===== src/rtl/bas_pkg.sv =====
`timescale 1ns/1ps
package bas_pkg;

  typedef enum logic {
    ORD_LINEAR     = 1'b0,
    ORD_INTERLEAVE = 1'b1
  } order_e;

  // Low address bits after 'step' advances from 'base_lo' under order 'ord'.
  function automatic logic [1:0] seq_low2(input logic [1:0] base_lo,
                                          input logic [1:0] step,
                                          input order_e     ord);
    logic [1:0] r;
    if (ord == ORD_LINEAR) r = base_lo + step;
    else                   r = base_lo ^ step;
    return r;
  endfunction

endpackage


===== src/rtl/bas_event_dec.sv =====
`timescale 1ns/1ps
// Decides, per edge, whether the sequencer loads, steps or holds.
module bas_event_dec (
  input  logic strobe_cpu_n,
  input  logic strobe_ctl_n,
  input  logic advance_n,
  input  logic chip_en_n,
  input  logic active,
  output logic load_evt,
  output logic step_evt
);
  logic cpu_load;
  logic ctl_load;

  always_comb begin
    cpu_load = !strobe_cpu_n && !chip_en_n;
    ctl_load = !strobe_ctl_n;
    load_evt = cpu_load || ctl_load;
    step_evt = active && !advance_n && !load_evt;
  end
endmodule


===== src/rtl/bas_step_ctr.sv =====
`timescale 1ns/1ps
// Step counter inside the aligned group; wraps naturally at 2**CW.
module bas_step_ctr #(
  parameter int CW = 2
) (
  input  logic          clk,
  input  logic          rst,
  input  logic          load_evt,
  input  logic          step_evt,
  output logic [CW-1:0] step_cnt
);
  always_ff @(posedge clk) begin
    if (rst)           step_cnt <= '0;
    else if (load_evt) step_cnt <= '0;
    else if (step_evt) step_cnt <= step_cnt + 1'b1;
  end
endmodule


===== src/rtl/bas_base_reg.sv =====
`timescale 1ns/1ps
// Holds the captured base address and the burst-active flag.
module bas_base_reg #(
  parameter int W = 15
) (
  input  logic         clk,
  input  logic         rst,
  input  logic         load_evt,
  input  logic [W-1:0] d,
  output logic [W-1:0] q,
  output logic         active
);
  always_ff @(posedge clk) begin
    if (rst) begin
      q      <= '0;
      active <= 1'b0;
    end else if (load_evt) begin
      q      <= d;
      active <= 1'b1;
    end
  end
endmodule


===== src/rtl/burst_addr_seq.sv =====
`timescale 1ns/1ps
module burst_addr_seq #(
  parameter int ADDR_W   = 15,
  parameter int SEQ_BITS = 2
) (
  input  logic              clk,
  input  logic              rst,
  input  logic [ADDR_W-1:0] addr_in,
  input  logic              strobe_cpu_n,
  input  logic              strobe_ctl_n,
  input  logic              advance_n,
  input  logic              chip_en_n,
  input  logic              order_sel,
  output logic [ADDR_W-1:0] addr_out,
  output logic              burst_active
);
  import bas_pkg::*;

  localparam int UPPER_W = ADDR_W - SEQ_BITS;

  logic                load_evt;
  logic                step_evt;
  logic [SEQ_BITS-1:0] step_cnt;
  logic [ADDR_W-1:0]   base_q;
  logic [SEQ_BITS-1:0] low_bits;
  order_e              ord;

  assign ord = order_e'(order_sel);

  bas_event_dec u_dec (
    .strobe_cpu_n (strobe_cpu_n),
    .strobe_ctl_n (strobe_ctl_n),
    .advance_n    (advance_n),
    .chip_en_n    (chip_en_n),
    .active       (burst_active),
    .load_evt     (load_evt),
    .step_evt     (step_evt)
  );

  bas_step_ctr #(.CW(SEQ_BITS)) u_ctr (
    .clk      (clk),
    .rst      (rst),
    .load_evt (load_evt),
    .step_evt (step_evt),
    .step_cnt (step_cnt)
  );

  bas_base_reg #(.W(ADDR_W)) u_base (
    .clk      (clk),
    .rst      (rst),
    .load_evt (load_evt),
    .d        (addr_in),
    .q        (base_q),
    .active   (burst_active)
  );

  generate
    if (SEQ_BITS == 2) begin : g_map2
      assign low_bits = seq_low2(base_q[1:0], step_cnt, ord);
    end else begin : g_mapn
      assign low_bits = (ord == ORD_LINEAR) ? base_q[SEQ_BITS-1:0] + step_cnt
                                            : base_q[SEQ_BITS-1:0] ^ step_cnt;
    end
    if (UPPER_W > 0) begin : g_upper
      assign addr_out = {base_q[ADDR_W-1:SEQ_BITS], low_bits};
    end else begin : g_noupper
      assign addr_out = low_bits;
    end
  endgenerate
endmodule


===== config.mk =====
export PLATFORM = sky130hd
export DESIGN_NAME = burst_addr_seq
export DESIGN_NICKNAME = d
export VERILOG_FILES = /design/src/rtl/bas_pkg.sv /design/src/rtl/bas_event_dec.sv /design/src/rtl/bas_step_ctr.sv /design/src/rtl/bas_base_reg.sv /design/src/rtl/burst_addr_seq.sv
export SDC_FILE = /design/constraint.sdc
export NUM_CORES = 1
export LEC_CHECK = 0
export BUFFER_PORTS_ARGS = -buffer_cell sky130_fd_sc_hd__buf_2
export CAP_MARGIN = 20
export CELL_PAD_IN_SITES_DETAIL_PLACEMENT = 0
export CELL_PAD_IN_SITES_GLOBAL_PLACEMENT = 1
export CORE_MARGIN = 1
export CORE_UTILIZATION = 31
export CTS_CLUSTER_DIAMETER = 80
export DETAILED_ROUTE_END_ITERATION = 7
export MAX_ROUTING_LAYER = met4
export PLACE_DENSITY_LB_ADDON = 0.1
export SYNTH_ARGS = -nofsm -noshare
export SYNTH_HDL_FRONTEND = slang
export SYNTH_HIERARCHICAL = 1
export SYNTH_SLANG_ARGS = --single-unit

===== constraint.sdc =====
create_clock -name clk -period 1.15 [get_ports clk]
set_input_delay 0.115 -clock clk [delete_from_list [all_inputs] [get_ports clk]]
set_output_delay 0.115 -clock clk [all_outputs]
set_load 0.01 [all_outputs]

# Word-level counts from Yosys, hierarchy flattened
# Cells that the tools add are included.
[classes] n_bitwise=1 shifts=0 n_addsub=2 muxes=1 n_mul=0 div_mod_pow=0 n_lt_le_gt_ge=0 eq_ne=0 reduce_logical=10
[op_table] op="logical NOT 1 bit" count=5
[op_table] op="logical AND 1 bit" count=3
[op_table] op="adder 2 x 1 -> 2 bit, second input constant" count=1
[op_table] op="adder 2 bit" count=1
[op_table] op="two-way mux 2 bit" count=1
[op_table] op="OR reduction 2 bit" count=1
[op_table] op="bitwise XOR 2 bit" count=1
[op_table] op="logical OR 1 bit" count=1
[word_totals] ram_bits=0 romBits=0 word_cells=17 latchBits=0 output_inout_bits=16 memories=0 inputBits=22 regBits=18

# Logic depth before layout (Yosys ltp)
[depth] word_depth=5 ltp_mapped=5 mapped_depth_nobuf=4

# By module
# The synthesis kept the hierarchy.
[modules_own_cells] module="bas_base_reg" seq_area_each_um2=320.3 cells_per_inst=52 area_per_inst_um2=576.8 instances=1
[modules_own_cells] module="bas_step_ctr" seq_area_each_um2=40.0 cells_per_inst=8 area_per_inst_um2=85.1 instances=1
[modules_own_cells] module="burst_addr_seq" seq_area_each_um2=0.0 cells_per_inst=4 area_per_inst_um2=36.3 instances=1
[modules_own_cells] module="bas_event_dec" seq_area_each_um2=0.0 cells_per_inst=2 area_per_inst_um2=21.3 instances=1

# Least setup slack after synthesis
# No wires, ideal clock.
[synth_timing] kind="flip-flop to output port" startpoint="register u_ctr.step_cnt[0]" endpoint="output port addr_out[1]" arrival_time_ns=0.859 required_time_ns=1.035 n_path_buf=0 path_slack_ns=0.176 path_stages_with_launch=4 cell_sequence="dfxtp_1 ha_1 nor2b_1 xnor2_1"
[synth_between] elab_chain_cells=2
[synth_lines] item="from (decl)" line="bas_step_ctr.sv:10" text="output logic [CW-1:0] step_cnt"
[synth_lines] item="from (signal assigned)" line="bas_step_ctr.sv:15" text="else if (step_evt) step_cnt <= step_cnt + 1'b1;"
[synth_lines] item="adder 2 bit" line="bas_pkg.sv:14" text="if (ord == ORD_LINEAR) r = base_lo + step;"
[synth_lines] item="two-way mux 2 bit" line="bas_pkg.sv:14"
[synth_lines] item="to (decl)" line="burst_addr_seq.sv:14" text="output logic [ADDR_W-1:0] addr_out,"
# Every way passes these cells.

# Worst setup path after layout
# Ends and elaborated chain as after synthesis.

==> results.cfg <==
[drt]
met2WireLength_um = 627
met3_length_um = 79
num_vias = 563
dr.pass1.iters = 4
met1Wirelength_um = 608
viasPerCell = 4.23
post_drt_wl_per_cell_um = 9.95
drcViolationCount = 0
ant_nets = 0
drtIter0Drc = 6
wl_mm = 1.32
maxUsedRoutingLayer = met4

[yosys]
ys_types = 16
synthCells = 66
synth_area_per_cell_um2 = 10.9
yosysWarnings = 6
netlist_area_um2 = 719
synth.top_cell.area_share = 0.501
yosysTopAreaCell = dfxtp_1
synth_nets = 89
ys_seq_area_frac = 0.501
ys_ff_latch = 18
netlist_top_cells_area = dfxtp_1 (50%), mux2i_1 (21%), nor2_1 (9.4%)

[floorplanning]
die_y_um = 50.2
num_rows = 17
die_area_um2 = 2520
initial_core_util = 0.328
die_x_um = 50.2
pin_count = 38
fp.coreArea_um2 = 2190

[global_route]
first_global_vias = 498
grt_usage = 0.118
grt_overflow_total = 0
grt_first_pass_wirelength_mm = 2.13
grt_max_degree = 19
antenna_found_initial = 0

[finish]
fillers = 232
layout_commonest_cell = buf_2
final_net_count = 129
multi_input_area_um2 = 337
fin_area_um2 = 990
layout_common_cells = buf_2 (36), nor2_1 (18), dfxtp_1 (16), mux2i_1 (15)
layout-drive-gt1-share = 0.476
regArea_um2 = 363
insertedDiodeCount = 0
area_growth_pct = 37.6

[sta]
rsz0062_at_grt = true
layout_min_cycle_time_ns = 1.26
whs_ns = 0.0596
max_slew_margin = 0.791
setup_viol = 1
fmax_ghz = 0.791
fin_ws_ns = -0.114
period_share = 1.10
hold_viol = 0
clock-skew-final_ns = 0.00112
tightest_slew_ns = 0.313
finalMaxSlewViolations = 0

[cts]
clockRootBuffer = clkbuf_4
clock-sinks = 18
cts_tree = yes
clkLatencyLatePin_ns = 0.28
cts_buffer_depth = 2
h-tree-depth = 1
hold_buffers = 0
clk_pin_slew_ns = 0.10
numCtsBuffers = 3

[power]
ir_worst_vdd_uv = 595
p_leak_nw = 0.511
power.density_nw_per_um2 = 1280

[flow_run]
max_cap_viol_count = 0

[setup_path]
crit_family = flip-flops
critPathLaunchType = register
path_class = register to output port
worstPathCellList = ha_4 -> nor2b_4 -> xnor2_1 -> buf_2
worst-path-max-fanout = 2
cp_slowest_cell = dfxtp_2
cp.required_ns = 1.03
cp-end-kind = output port
slowest_delay_ns = 0.35
cp.arrival_ns = 1.15
worst-path-buf-inv = 1

[place]
dpl_cell_area_um2 = 917
numPortBuffers = 37
hpwl_um = 941
gp_congestion = 0.725

[hold_path]
hold_class = input pin to register

[status]
run_status = finished with violations
failed_checks = setup timing
==> power breakdown <==
part / switching, mW / internal (mW) / total [mW]
Sequential: 0.0190 / 0.662 / 0.681
Clock: 0.188 / 0.193 / 0.381
Combinational: 0.0954 / 0.108 / 0.203
==> stage by stage <==
stage / util / setup WS (ns) / std cells / total power, mW / setup TNS, ns
CTS: 0.452 / -0.153 / 133 / 1.30 / -0.153
floorplan: - / 0.176 / 66 / 0.815 / 0
global placement: 0.419 / 0.119 / 128 / 0.891 / 0
global route: 0.452 / -0.166 / 133 / 1.34 / -0.166
detailed placement: 0.419 / 0.101 / 128 / 0.894 / 0
finish: 0.452 / -0.114 / 133 / 1.26 / -0.114
==> timing repair <==
item / 4_1_cts / 5_1_grt
resized for setup: 7 / 0
setup buffers: 1 / 0
hold endpoints to repair: 0 / 0
endpoints found under the setup margin: 2 / 1
pin swaps: 1 / 1
==> registers in the layout, summed over array words and instances, names as in the netlist <==
name            flops
u_base/active       1
u_ctr/step_cnt      2
u_base/q           15
==> worst paths after layout <==
kind,slack [ns],endpoint,depth (start not counted),startpoint
setup / recovery,-0.11,addr_out[1],4,u_ctr/step_cnt[0]
hold / removal,0.06,u_base/q[13],3,addr_in[13]
setup reg to reg,0.21,u_ctr/step_cnt[1],3,u_base/active
hold reg to reg,0.50,u_base/q[8],2,u_base/q[8]
==> tightest hold or removal path: cells and delay by family <==
kind	cells	cell delay [ns]
buffers and inverters	1	0.07
muxes	1	0.05
and+or+nand+nor	1	0.07
==> layer usage <==
layer	up-vias	global-route usage
li1	294	-
met1	251	0.132
met2	16	0.189
met3	2	0.0545
met4	0	0.0286
met5	-	-
==> synthesized netlist by cell type, drive strengths merged <==
cell    count
a21oi       1
a21bo       1
o21ai       1
buf         3
nor2b       1
nand3b      1
dfxtp      18
or2         1
nor3b       1
nor2       18
clkbuf      1
mux2i      15
xnor2       3
ha          1
==> kinds of logic (layout without fill, tap and decap cells) <==
group                      Yosys count  in the layout  synth area share
AOI/OAI and AO/OA                    3              3            0.0383
muxes                               15             15             0.209
buffers and inverters                4             43            0.0591
and+or+nand+nor                     22             22             0.139
xor gates and xnor gates             3              3            0.0365
DFF                                 18             18             0.501
adders and majority gates            1              1            0.0174
==> cell type report <==
type / instances / share of cell area
Clock buffer: 4 / 0.0367
Timing Repair Buffer: 39 / 0.221
Multi-Input combinational cell: 44 / 0.340
Tap cell: 28 / 0.0354
Sequential cell: 18 / 0.367
Note: power is estimated with default switching activity, not from simulation.
